<file path="src/rtl/g711_pkg.sv">
package g711_pkg;
  typedef enum logic [1:0] {
    CMP_OFF  = 2'b00,
    CMP_RSVD = 2'b01,
    CMP_MU   = 2'b10,
    CMP_A    = 2'b11
  } comp_mode_e;

  localparam int CODE_W = 8;
  localparam int SEGS   = 8;
  localparam logic [CODE_W-1:0] ALAW_MASK = 8'h55;
endpackage

</file>
<file path="src/rtl/g711_seg_find.sv">
module g711_seg_find #(
  parameter int SEGS_P = 8,
  localparam int CNT_W = $clog2(SEGS_P + 1)
) (
  input  logic [SEGS_P-1:0] hi,
  output logic [CNT_W-1:0]  count
);
  logic [SEGS_P-1:0] above;

  for (genvar i = 0; i < SEGS_P; i++) begin : g_thr
    assign above[i] = |hi[SEGS_P-1:i];
  end

  always_comb begin
    count = '0;
    for (int i = 0; i < SEGS_P; i++) begin
      count = count + CNT_W'(above[i]);
    end
  end
endmodule

</file>
<file path="src/rtl/g711_encoder.sv">
module g711_encoder
  import g711_pkg::*;
#(
  parameter int DATA_W = 16
) (
  input  logic [DATA_W-1:0] sample,
  input  comp_mode_e        mode,
  output logic [DATA_W-1:0] word
);
  localparam int MU_W  = 14;
  localparam int A_W   = 13;
  localparam int LOW_W = DATA_W - CODE_W;
  localparam int CNT_W = $clog2(SEGS + 1);
  localparam logic [MU_W-1:0] MU_CLIP = MU_W'(8159);
  localparam logic [MU_W-1:0] MU_BIAS = MU_W'(33);

  logic neg;
  assign neg = sample[DATA_W-1];

  logic signed [MU_W-1:0] mu_x;
  logic [MU_W-1:0] mu_mag, mu_clip, mu_biased;
  logic [CNT_W-1:0] mu_cnt, mu_idx;
  logic [CODE_W-1:0] mu_raw, mu_code;

  assign mu_x      = sample[DATA_W-1 -: MU_W];
  assign mu_mag    = neg ? MU_W'(-mu_x) : mu_x;
  assign mu_clip   = (mu_mag > MU_CLIP) ? MU_CLIP : mu_mag;
  assign mu_biased = mu_clip + MU_BIAS;

  g711_seg_find #(.SEGS_P(SEGS)) u_mu_seg (
    .hi    (mu_biased[MU_W-1 -: SEGS]),
    .count (mu_cnt)
  );

  always_comb begin
    mu_idx = mu_cnt + CNT_W'(1);
    if (mu_cnt == CNT_W'(SEGS)) begin
      mu_raw = {neg, 3'd7, 4'hF};
    end else begin
      mu_raw = {neg, mu_cnt[2:0], mu_biased[mu_idx +: 4]};
    end
    mu_code = ~mu_raw;
  end

  logic [A_W-1:0] a_x, a_mag;
  logic [CNT_W-1:0] a_cnt;
  logic [3:0] a_step;
  logic [CODE_W-1:0] a_code;

  assign a_x   = sample[DATA_W-1 -: A_W];
  assign a_mag = neg ? ~a_x : a_x;

  g711_seg_find #(.SEGS_P(SEGS)) u_a_seg (
    .hi    (a_mag[A_W-1 -: SEGS]),
    .count (a_cnt)
  );

  always_comb begin
    if (a_cnt < CNT_W'(2)) a_step = a_mag[1 +: 4];
    else                   a_step = a_mag[a_cnt +: 4];
    a_code = {~neg, a_cnt[2:0], a_step} ^ ALAW_MASK;
  end

  always_comb begin
    unique case (mode)
      CMP_MU:  word = {mu_code, LOW_W'(0)};
      CMP_A:   word = {a_code, LOW_W'(0)};
      default: word = sample;
    endcase
  end
endmodule

</file>
<file path="src/rtl/g711_decoder.sv">
module g711_decoder
  import g711_pkg::*;
#(
  parameter int DATA_W = 16
) (
  input  logic [DATA_W-1:0] word,
  input  comp_mode_e        mode,
  output logic [DATA_W-1:0] sample
);
  localparam int LIN_W = 16;

  logic [CODE_W-1:0] code, mu_u, a_v;
  logic [LIN_W-1:0] mu_t, mu_lin, a_base, a_t, a_lin;

  assign code = word[DATA_W-1 -: CODE_W];

  always_comb begin
    mu_u   = ~code;
    mu_t   = (LIN_W'({mu_u[3:0], 3'b000}) + LIN_W'(132)) << mu_u[6:4];
    mu_lin = mu_u[7] ? (LIN_W'(132) - mu_t) : (mu_t - LIN_W'(132));
  end

  always_comb begin
    a_v    = code ^ ALAW_MASK;
    a_base = LIN_W'({a_v[3:0], 4'b0000});
    if (a_v[6:4] == 3'd0) a_t = a_base + LIN_W'(8);
    else                  a_t = (a_base + LIN_W'(264)) << (a_v[6:4] - 3'd1);
    a_lin  = a_v[7] ? a_t : (LIN_W'(0) - a_t);
  end

  always_comb begin
    unique case (mode)
      CMP_MU:  sample = DATA_W'($signed(mu_lin));
      CMP_A:   sample = DATA_W'($signed(a_lin));
      default: sample = word;
    endcase
  end
endmodule

</file>
<file path="src/rtl/g711_pipe_reg.sv">
module g711_pipe_reg #(
  parameter int W = 18
) (
  input  logic         clk,
  input  logic         rst_n,
  input  logic         in_valid,
  output logic         in_ready,
  input  logic [W-1:0] in_data,
  output logic         out_valid,
  input  logic         out_ready,
  output logic [W-1:0] out_data
);
  assign in_ready = !out_valid || out_ready;

  always_ff @(posedge clk) begin
    if (!rst_n) begin
      out_valid <= 1'b0;
      out_data  <= '0;
    end else if (in_ready) begin
      out_valid <= in_valid;
      if (in_valid) out_data <= in_data;
    end
  end

  // a stalled word stays put
  a_r9_hold_stall: assert property (@(posedge clk) disable iff (!rst_n)
    out_valid && !out_ready |=> out_valid && $stable(out_data));

  // an accepted word shows up directly after the edge
  a_r8_accept_next: assert property (@(posedge clk) disable iff (!rst_n)
    in_valid && in_ready |=> out_valid && out_data == $past(in_data));
endmodule

</file>
<file path="src/rtl/g711_compander.sv">
module g711_compander
  import g711_pkg::*;
#(
  parameter int DATA_W = 16
) (
  input  logic              clk,
  input  logic              rst_n,
  input  logic [1:0]        tx_mode,
  input  logic [1:0]        rx_mode,
  output logic              word8_mode,
  input  logic              tx_in_valid,
  output logic              tx_in_ready,
  input  logic [DATA_W-1:0] tx_in_data,
  output logic              tx_out_valid,
  input  logic              tx_out_ready,
  output logic [DATA_W-1:0] tx_out_data,
  input  logic              rx_in_valid,
  output logic              rx_in_ready,
  input  logic [DATA_W-1:0] rx_in_data,
  output logic              rx_out_valid,
  input  logic              rx_out_ready,
  output logic [DATA_W-1:0] rx_out_data
);
  localparam int LOW_W = DATA_W - CODE_W;
  localparam int PAY_W = DATA_W + 2;

  assign word8_mode = tx_mode[1] | rx_mode[1];

  logic [DATA_W-1:0] tx_word, rx_lin;
  logic [1:0] tx_tag, rx_tag;

  g711_encoder #(.DATA_W(DATA_W)) u_enc (
    .sample (tx_in_data),
    .mode   (comp_mode_e'(tx_mode)),
    .word   (tx_word)
  );

  g711_decoder #(.DATA_W(DATA_W)) u_dec (
    .word   (rx_in_data),
    .mode   (comp_mode_e'(rx_mode)),
    .sample (rx_lin)
  );

  g711_pipe_reg #(.W(PAY_W)) u_tx_stage (
    .clk       (clk),
    .rst_n     (rst_n),
    .in_valid  (tx_in_valid),
    .in_ready  (tx_in_ready),
    .in_data   ({tx_mode, tx_word}),
    .out_valid (tx_out_valid),
    .out_ready (tx_out_ready),
    .out_data  ({tx_tag, tx_out_data})
  );

  g711_pipe_reg #(.W(PAY_W)) u_rx_stage (
    .clk       (clk),
    .rst_n     (rst_n),
    .in_valid  (rx_in_valid),
    .in_ready  (rx_in_ready),
    .in_data   ({rx_mode, rx_lin}),
    .out_valid (rx_out_valid),
    .out_ready (rx_out_ready),
    .out_data  ({rx_tag, rx_out_data})
  );

  // companded transmit words have a clear low byte
  a_r4_low_clear: assert property (@(posedge clk) disable iff (!rst_n)
    tx_out_valid && tx_tag[1] |-> tx_out_data[LOW_W-1:0] == '0);

  // mu-law expansion never leaves its reconstruction range
  a_r5_mu_bound: assert property (@(posedge clk) disable iff (!rst_n)
    rx_out_valid && rx_tag == CMP_MU |->
      $signed(rx_out_data) <= 32124 && $signed(rx_out_data) >= -32124);

  // A-law expansion has no zero level
  a_r6_a_nonzero: assert property (@(posedge clk) disable iff (!rst_n)
    rx_out_valid && rx_tag == CMP_A |-> rx_out_data != '0);
endmodule

</file>
<file path="config.mk">
export PLATFORM = sky130hd
export DESIGN_NAME = g711_compander
export DESIGN_NICKNAME = d
export VERILOG_FILES = /design/src/rtl/g711_pkg.sv /design/src/rtl/g711_seg_find.sv /design/src/rtl/g711_encoder.sv /design/src/rtl/g711_decoder.sv /design/src/rtl/g711_pipe_reg.sv /design/src/rtl/g711_compander.sv
export SDC_FILE = /design/constraint.sdc
export NUM_CORES = 1
export LEC_CHECK = 0
export ABC_CLOCK_PERIOD_IN_PS = 9900
export BUFFER_PORTS_ARGS = -buffer_cell sky130_fd_sc_hd__buf_2
export CORE_ASPECT_RATIO = 0.5
export CORE_MARGIN = 5
export CORE_UTILIZATION = 50
export CTS_CLUSTER_DIAMETER = 50
export DETAILED_ROUTE_END_ITERATION = 7
export HOLD_SLACK_MARGIN = 0.06
export PLACE_DENSITY = 0.71
export SLEW_MARGIN = 20
export SYNTH_ARGS = -nofsm -noshare
export SYNTH_HDL_FRONTEND = slang
export SYNTH_SLANG_ARGS = --single-unit
</file>
<file path="constraint.sdc">
create_clock -name clk -period 9.9 [get_ports clk]
set_clock_uncertainty 0.2 [all_clocks]
set_input_delay 0.495 -clock clk [delete_from_list [all_inputs] [get_ports clk]]
set_output_delay 0.495 -clock clk [all_outputs]
set_load 0.02 [all_outputs]
</file>
# Yosys cells after proc, flatten, opt, wreduce, memory -nomap -nowiden
# Cells that the tools add are included.
# op_classes
addsub	24
mul	0
n_div	0
magnitude_cmp	2
eq_ne	5
shift	4
muxes	10
bitwise_logic	7
n_reduce_logical	21
# op_table
cell	count
16-bit case mux with 2 select lines	2
16-bit 2-to-1 mux	3
4-bit by 1-bit adder with 4-bit output	8
16-bit by 3-bit left shift with 16-bit output	2
14-bit 2-to-1 mux	2
8-bit NOT	2
8-bit OR reduction	2
1-bit by 16-bit subtractor with 16-bit output, first input constant	1
16-bit by 8-bit subtractor with 16-bit output, second input constant	1
8-bit by 16-bit subtractor with 16-bit output, first input constant	1
14-bit by 6-bit adder with 14-bit output, second input constant	1
14-bit by 13-bit > comparator with 1-bit output, second input constant	1
14-bit negator	1
7-bit OR reduction	2
14-bit by 5-bit variable part select with 4-bit output	1
13-bit 2-to-1 mux	1
13-bit NOT	1
13-bit by 5-bit variable part select with 4-bit output	1
6-bit OR reduction	2
8-bit by 9-bit adder with 10-bit output, second input constant	1
5-bit OR reduction	2
7-bit by 8-bit adder with 9-bit output, second input constant	1
8-bit by 4-bit adder with 9-bit output, second input constant	1
3-bit by 1-bit adder with 4-bit output	2
other kinds (19)	31
# word_totals
register_bits	34
latchBits	0
mem_bits_rw	0
rom_bits	0
out_inout_bits	37
wordCells	77
mem_count	0

# Logic depth before layout (Yosys ltp)
# depth
word_depth	18
mapped_depth	38

# Cells and area by module
# A second synthesis with hierarchy kept.
# hier_totals
hier_cells	873
area_unflattened_um2	6498.7
# modules_own_cells
mod	n_inst	cells_per_inst	area_each_um2	seq_area_each_um2
g711_encoder	1	350	2270.9	0.0
g711_decoder	1	310	2214.6	0.0
g711_pipe_reg	2	83	787.0	380.4
g711_seg_find at u_enc.u_a_seg	1	23	219.0	0.0
g711_seg_find at u_enc.u_mu_seg	1	23	214.0	0.0
g711_compander	1	1	6.3	0.0

# Least setup slack after synthesis
# OpenSTA, ideal clock, no wires.
# synth_timing
path_kind	in2reg
from	input tx_in_data[2]
to	register u_tx_stage.out_data[9]
setup_ps	95
arrival_ps	8052
setup_slack_ps	1553
stages	38
n_path_buf	3
path_cell_list	clkbuf_1 inv_1 ha_1 clkbuf_1 nand2b_1 nor4_1 a211oi_1 nor3_1 a21oi_2 o211ai_1 ha_1 clkbuf_1 inv_1 nor2_1 a31o_2 a21oi_2 xor2_1 nor3b_2 [... 2 more ...] fa_1 inv_1 fa_1 inv_1 ha_1 xor2_1 ha_1 fa_1 inv_1 ha_1 nand3_1 nor2_1 nor3b_1 nand2_1 or3_1 a21oi_1 o31ai_1 o311ai_1
# synth_between
elab_chain_cells	18
# synth_lines
item	line	text
start, declared	g711_compander.sv:13	input logic [DATA_W-1:0] tx_in_data,
14-bit negator	g711_encoder.sv:26	assign mu_mag = neg ? MU_W'(-mu_x) : mu_x;
14-bit 2-to-1 mux (*)	g711_encoder.sv:26	
14-bit by 13-bit > comparator with 1-bit output	g711_encoder.sv:27	assign mu_clip = (mu_mag > MU_CLIP) ? MU_CLIP : mu_mag;
14-bit 2-to-1 mux (*)	g711_encoder.sv:27	
14-bit by 6-bit adder with 14-bit output (*)	g711_encoder.sv:28	assign mu_biased = mu_clip + MU_BIAS;
8-bit OR reduction / 7-bit OR reduction (equally long branches)	g711_seg_find.sv:11	assign above[i] = |hi[SEGS_P-1:i];
1-bit by 1-bit adder with 2-bit output	g711_seg_find.sv:17	count = count + CNT_W'(above[i]);
2-bit by 1-bit adder with 3-bit output	g711_seg_find.sv:17	
3-bit by 1-bit adder with 4-bit output	g711_seg_find.sv:17	
4-bit by 1-bit adder with 4-bit output (4 in a row)	g711_seg_find.sv:17	
4-bit by 1-bit adder with 4-bit output	g711_encoder.sv:36	mu_idx = mu_cnt + CNT_W'(1);
14-bit by 5-bit variable part select with 4-bit output	g711_encoder.sv:40	mu_raw = {neg, mu_cnt[2:0], mu_biased[mu_idx +: 4]};
7-bit 2-to-1 mux (*)	g711_encoder.sv:37	if (mu_cnt == CNT_W'(SEGS)) begin
8-bit NOT (*)	g711_encoder.sv:42	mu_code = ~mu_raw;
16-bit case mux with 2 select lines (*)	g711_encoder.sv:65	unique case (mode)
end signal, assigned	g711_pipe_reg.sv:21	if (in_valid) out_data <= in_data;
end, declared	g711_pipe_reg.sv:11	output logic [W-1:0] out_data
# Mark *: on every way between the ends. The rest lies on a longest branch, timed or not.
# A chain may end at the register's enable or synchronous reset.

# Worst setup path in the final report
# layout_timing
from	input tx_in_data[3]
to	register u_tx_stage.out_data[9]
# layout_between
elab_chain_cells	18
# layout_lines
item	line
14-bit negator	g711_encoder.sv:26
14-bit 2-to-1 mux	g711_encoder.sv:26
14-bit by 13-bit > comparator with 1-bit output	g711_encoder.sv:27
14-bit 2-to-1 mux	g711_encoder.sv:27
14-bit by 6-bit adder with 14-bit output	g711_encoder.sv:28
8-bit OR reduction / 7-bit OR reduction (equally long branches)	g711_seg_find.sv:11
1-bit by 1-bit adder with 2-bit output	g711_seg_find.sv:17
2-bit by 1-bit adder with 3-bit output	g711_seg_find.sv:17
3-bit by 1-bit adder with 4-bit output	g711_seg_find.sv:17
4-bit by 1-bit adder with 4-bit output (4 in a row)	g711_seg_find.sv:17
4-bit by 1-bit adder with 4-bit output	g711_encoder.sv:36
14-bit by 5-bit variable part select with 4-bit output	g711_encoder.sv:40
7-bit 2-to-1 mux	g711_encoder.sv:37
8-bit NOT	g711_encoder.sv:42
16-bit case mux with 2 select lines (*)	g711_encoder.sv:65
# Marks and branches as above.

==> out/results.txt <==
Max H-tree Level: 2
Crit path DAT: 8990 ps
GRT Total Usage: 23.1%
Syn-to-layout area delta: 9.65%
WL/cell: 16.7 µm
Total CTS buffers: 5
Overall power: 975 µW
CTS tree: done
# fillers: 1085
Starting Density: 50.6%
Via/cell ratio: 6.12
Number of synthesized flops with an enable pin: 0
CP most frequent cell: ha_1
CP max FO: 21
Multi-input gate area: 4470 µm²
Ys Warns: 0
Row Count: 27
Vias in the first global route: 5255
Leakage: 0.00244 µW
Fin crit share: 91.0%
Top post-synthesis cells by count: nand2_1 (72), nor2_1 (66), a21oi_1 (59)
Remaining DRCs: 0
Post-CTS Setup Repair Bufs: 0
Dpl hpwl: 12200 µm
ANT cells: 0
Fin Setup TNS: 0 ps
Min cycle time layout: 9010 ps
Peak Freq: 111 MHz
Width of the die: 159 µm
Routed WL: 16000 µm
Mapped Cells: 783
Initial antenna violation count: 0
Synth Register Bits: 34
ANT nets after route: 0
Synth Net Count: 853
Root Buffer: clkbuf_16
Max-slew headroom: 42.3%
Cell family with most CP delay: adder cells
Min-Delay Path Class: reg -> reg
Avg Cell Area, Syn: 7.06 µm²
Top-area cell type share of the netlist area: 12.3%
Post-synth top area cell: dfxtp_1
Slew Limit Fails: 0
Final Hold Viols: 0
Die Y-Extent: 84.3 µm
Final hold slack: 248 ps
Status: complete, no violations
Skew-Pair Late Insertion Delay: 270 ps
Max Buffers Root-to-Sink: 2
Register area: 681 µm²
Setup crit start kind: primary input
Initial drt markers: 462
Post-cts sizing count: 0
RSZ-0062 raised after global routing: no
Worst path buffer plus inverter count: 5
Drt first pass iters: 5
CP required: 9880 ps
CP Capture Type: flop
VDD IR max: 0.0000934 V
Remaining Overflow, GRT: 0
Fraction of layout cells with a size suffix above 1: 15.6%
Reg clk slew, reported paths: 60 ps
PD cells: 161 nW/µm²
Die area: 13400 µm²
Register area share after synthesis: 12.3%
Hold buffer count at cts: 0
First-pass GRT wire length: 26200 µm
Final GP Congestion: 0.973
Slew @ Worst Pin: 865 ps
Most frequent cell after synthesis: nand2_1
Most common flop cell mapped by yosys: dfxtp_1
Maxcap violations: 0
Final setup vio count: 0
Worst stage delay on the critical path: 660 ps
Final #Nets: 881
Worst path slowest cell: xor2_1
Top-Level Pins: 79
Via Count: 5861
Core area: 10900 µm²
Synthesized cell area: 5530 µm²
Largest net degree at the start of global routing: 29
Synth top area cells: dfxtp_1 (12%), xnor2_1 (6.7%), mux2i_1 (5.8%)
Sink Count: 34
Port-buffer cells: 78
WS Path Type: in -> reg
Synth cell types: 80
Synth async-reset ratio: 0%
path summary, 6_finish.rpt:
path / start / endpoint / slack, ps / depth (start not counted)
setup / recovery: tx_in_data[3] / u_tx_stage.out_data[9] / 890 / 34
setup reg to reg: u_tx_stage.out_valid / u_tx_stage.out_data[8] / 7610 / 5
hold / removal: u_tx_stage.out_data[1] / u_tx_stage.out_data[1] / 250 / 2
hold reg to reg: u_tx_stage.out_data[1] / u_tx_stage.out_data[1] / 250 / 2
registers in the layout (all words and copies together) (netlist names):
| register | count |
|---|---|
| u_rx_stage.out_data | 16 |
| u_tx_stage.out_data | 16 |
| u_rx_stage.out_valid | 1 |
| u_tx_stage.out_valid | 1 |
logic make-up (layout without fill, tap and decap cells):
| family | count (synthesis) | count (layout) | synth area share [%] |
|---|---|---|---|
| AO/OA/AOI/OAI | 241 | 241 | 29.3 |
| AND/OR/NAND/NOR | 283 | 283 | 26.7 |
| adder cells (fa/ha/maj) | 28 | 28 | 7.16 |
| flip-flops | 34 | 34 | 12.3 |
| multiplexers | 40 | 40 | 8.24 |
| buffers and inverters | 98 | 127 | 6.84 |
| XOR/XNOR | 59 | 59 | 9.49 |
per-layer routing:
layer  wire [µm]  share of wire [%]  track usage (%)
met1        7110                 44             31.9
met2        7720                 48             39.6
met4         175                1.1             4.72
met5           0                  0                0
met3         994                6.2             1.80
cells in the final DEF, fill, tap and decap left out, types with 22 or more instances in the layout:
cell and instances:
o21ai_0 43, nor2_1 66, mux2i_1 32, inv_1 28
a21oi_1 59, ha_1 22, xnor2_1 42, nand3_1 22
nand2_1 72, buf_2 78, dfxtp_1 34, nand2b_1 25
stage by stage:
stage	worst slack (ps)	std cells	util (%)	area, µm²
after floorplan	1550	783	-	5530
after global placement	947	949	54.1	5910
after detailed placement	679	949	54.1	5910
after CTS	956	957	55.5	6060
after global routing	242	957	55.5	6060
final	889	957	55.5	6060
final cells by class:
class	count	share of cell area, %
multi-input combinational	651	73.7
sequential	34	11.2
clock inverter	2	0.207
tap	145	2.99
timing repair buffer	87	7.56
clock buffer	6	2.29
inverter	32	1.98
where the power goes:
group / leakage (µW) / internal, µW / switching, µW
Combinational: 0.00209 / 256 / 403
Sequential: 0.000281 / 152 / 8.20
Clock: 0.0000729 / 99.4 / 56.3
worst min-delay path: stages (launching register included):
cell and delay [ps]:
dfxtp_1 300, nand2_1 50, a21oi_1 50
Note: power is estimated with default switching activity, not from simulation.
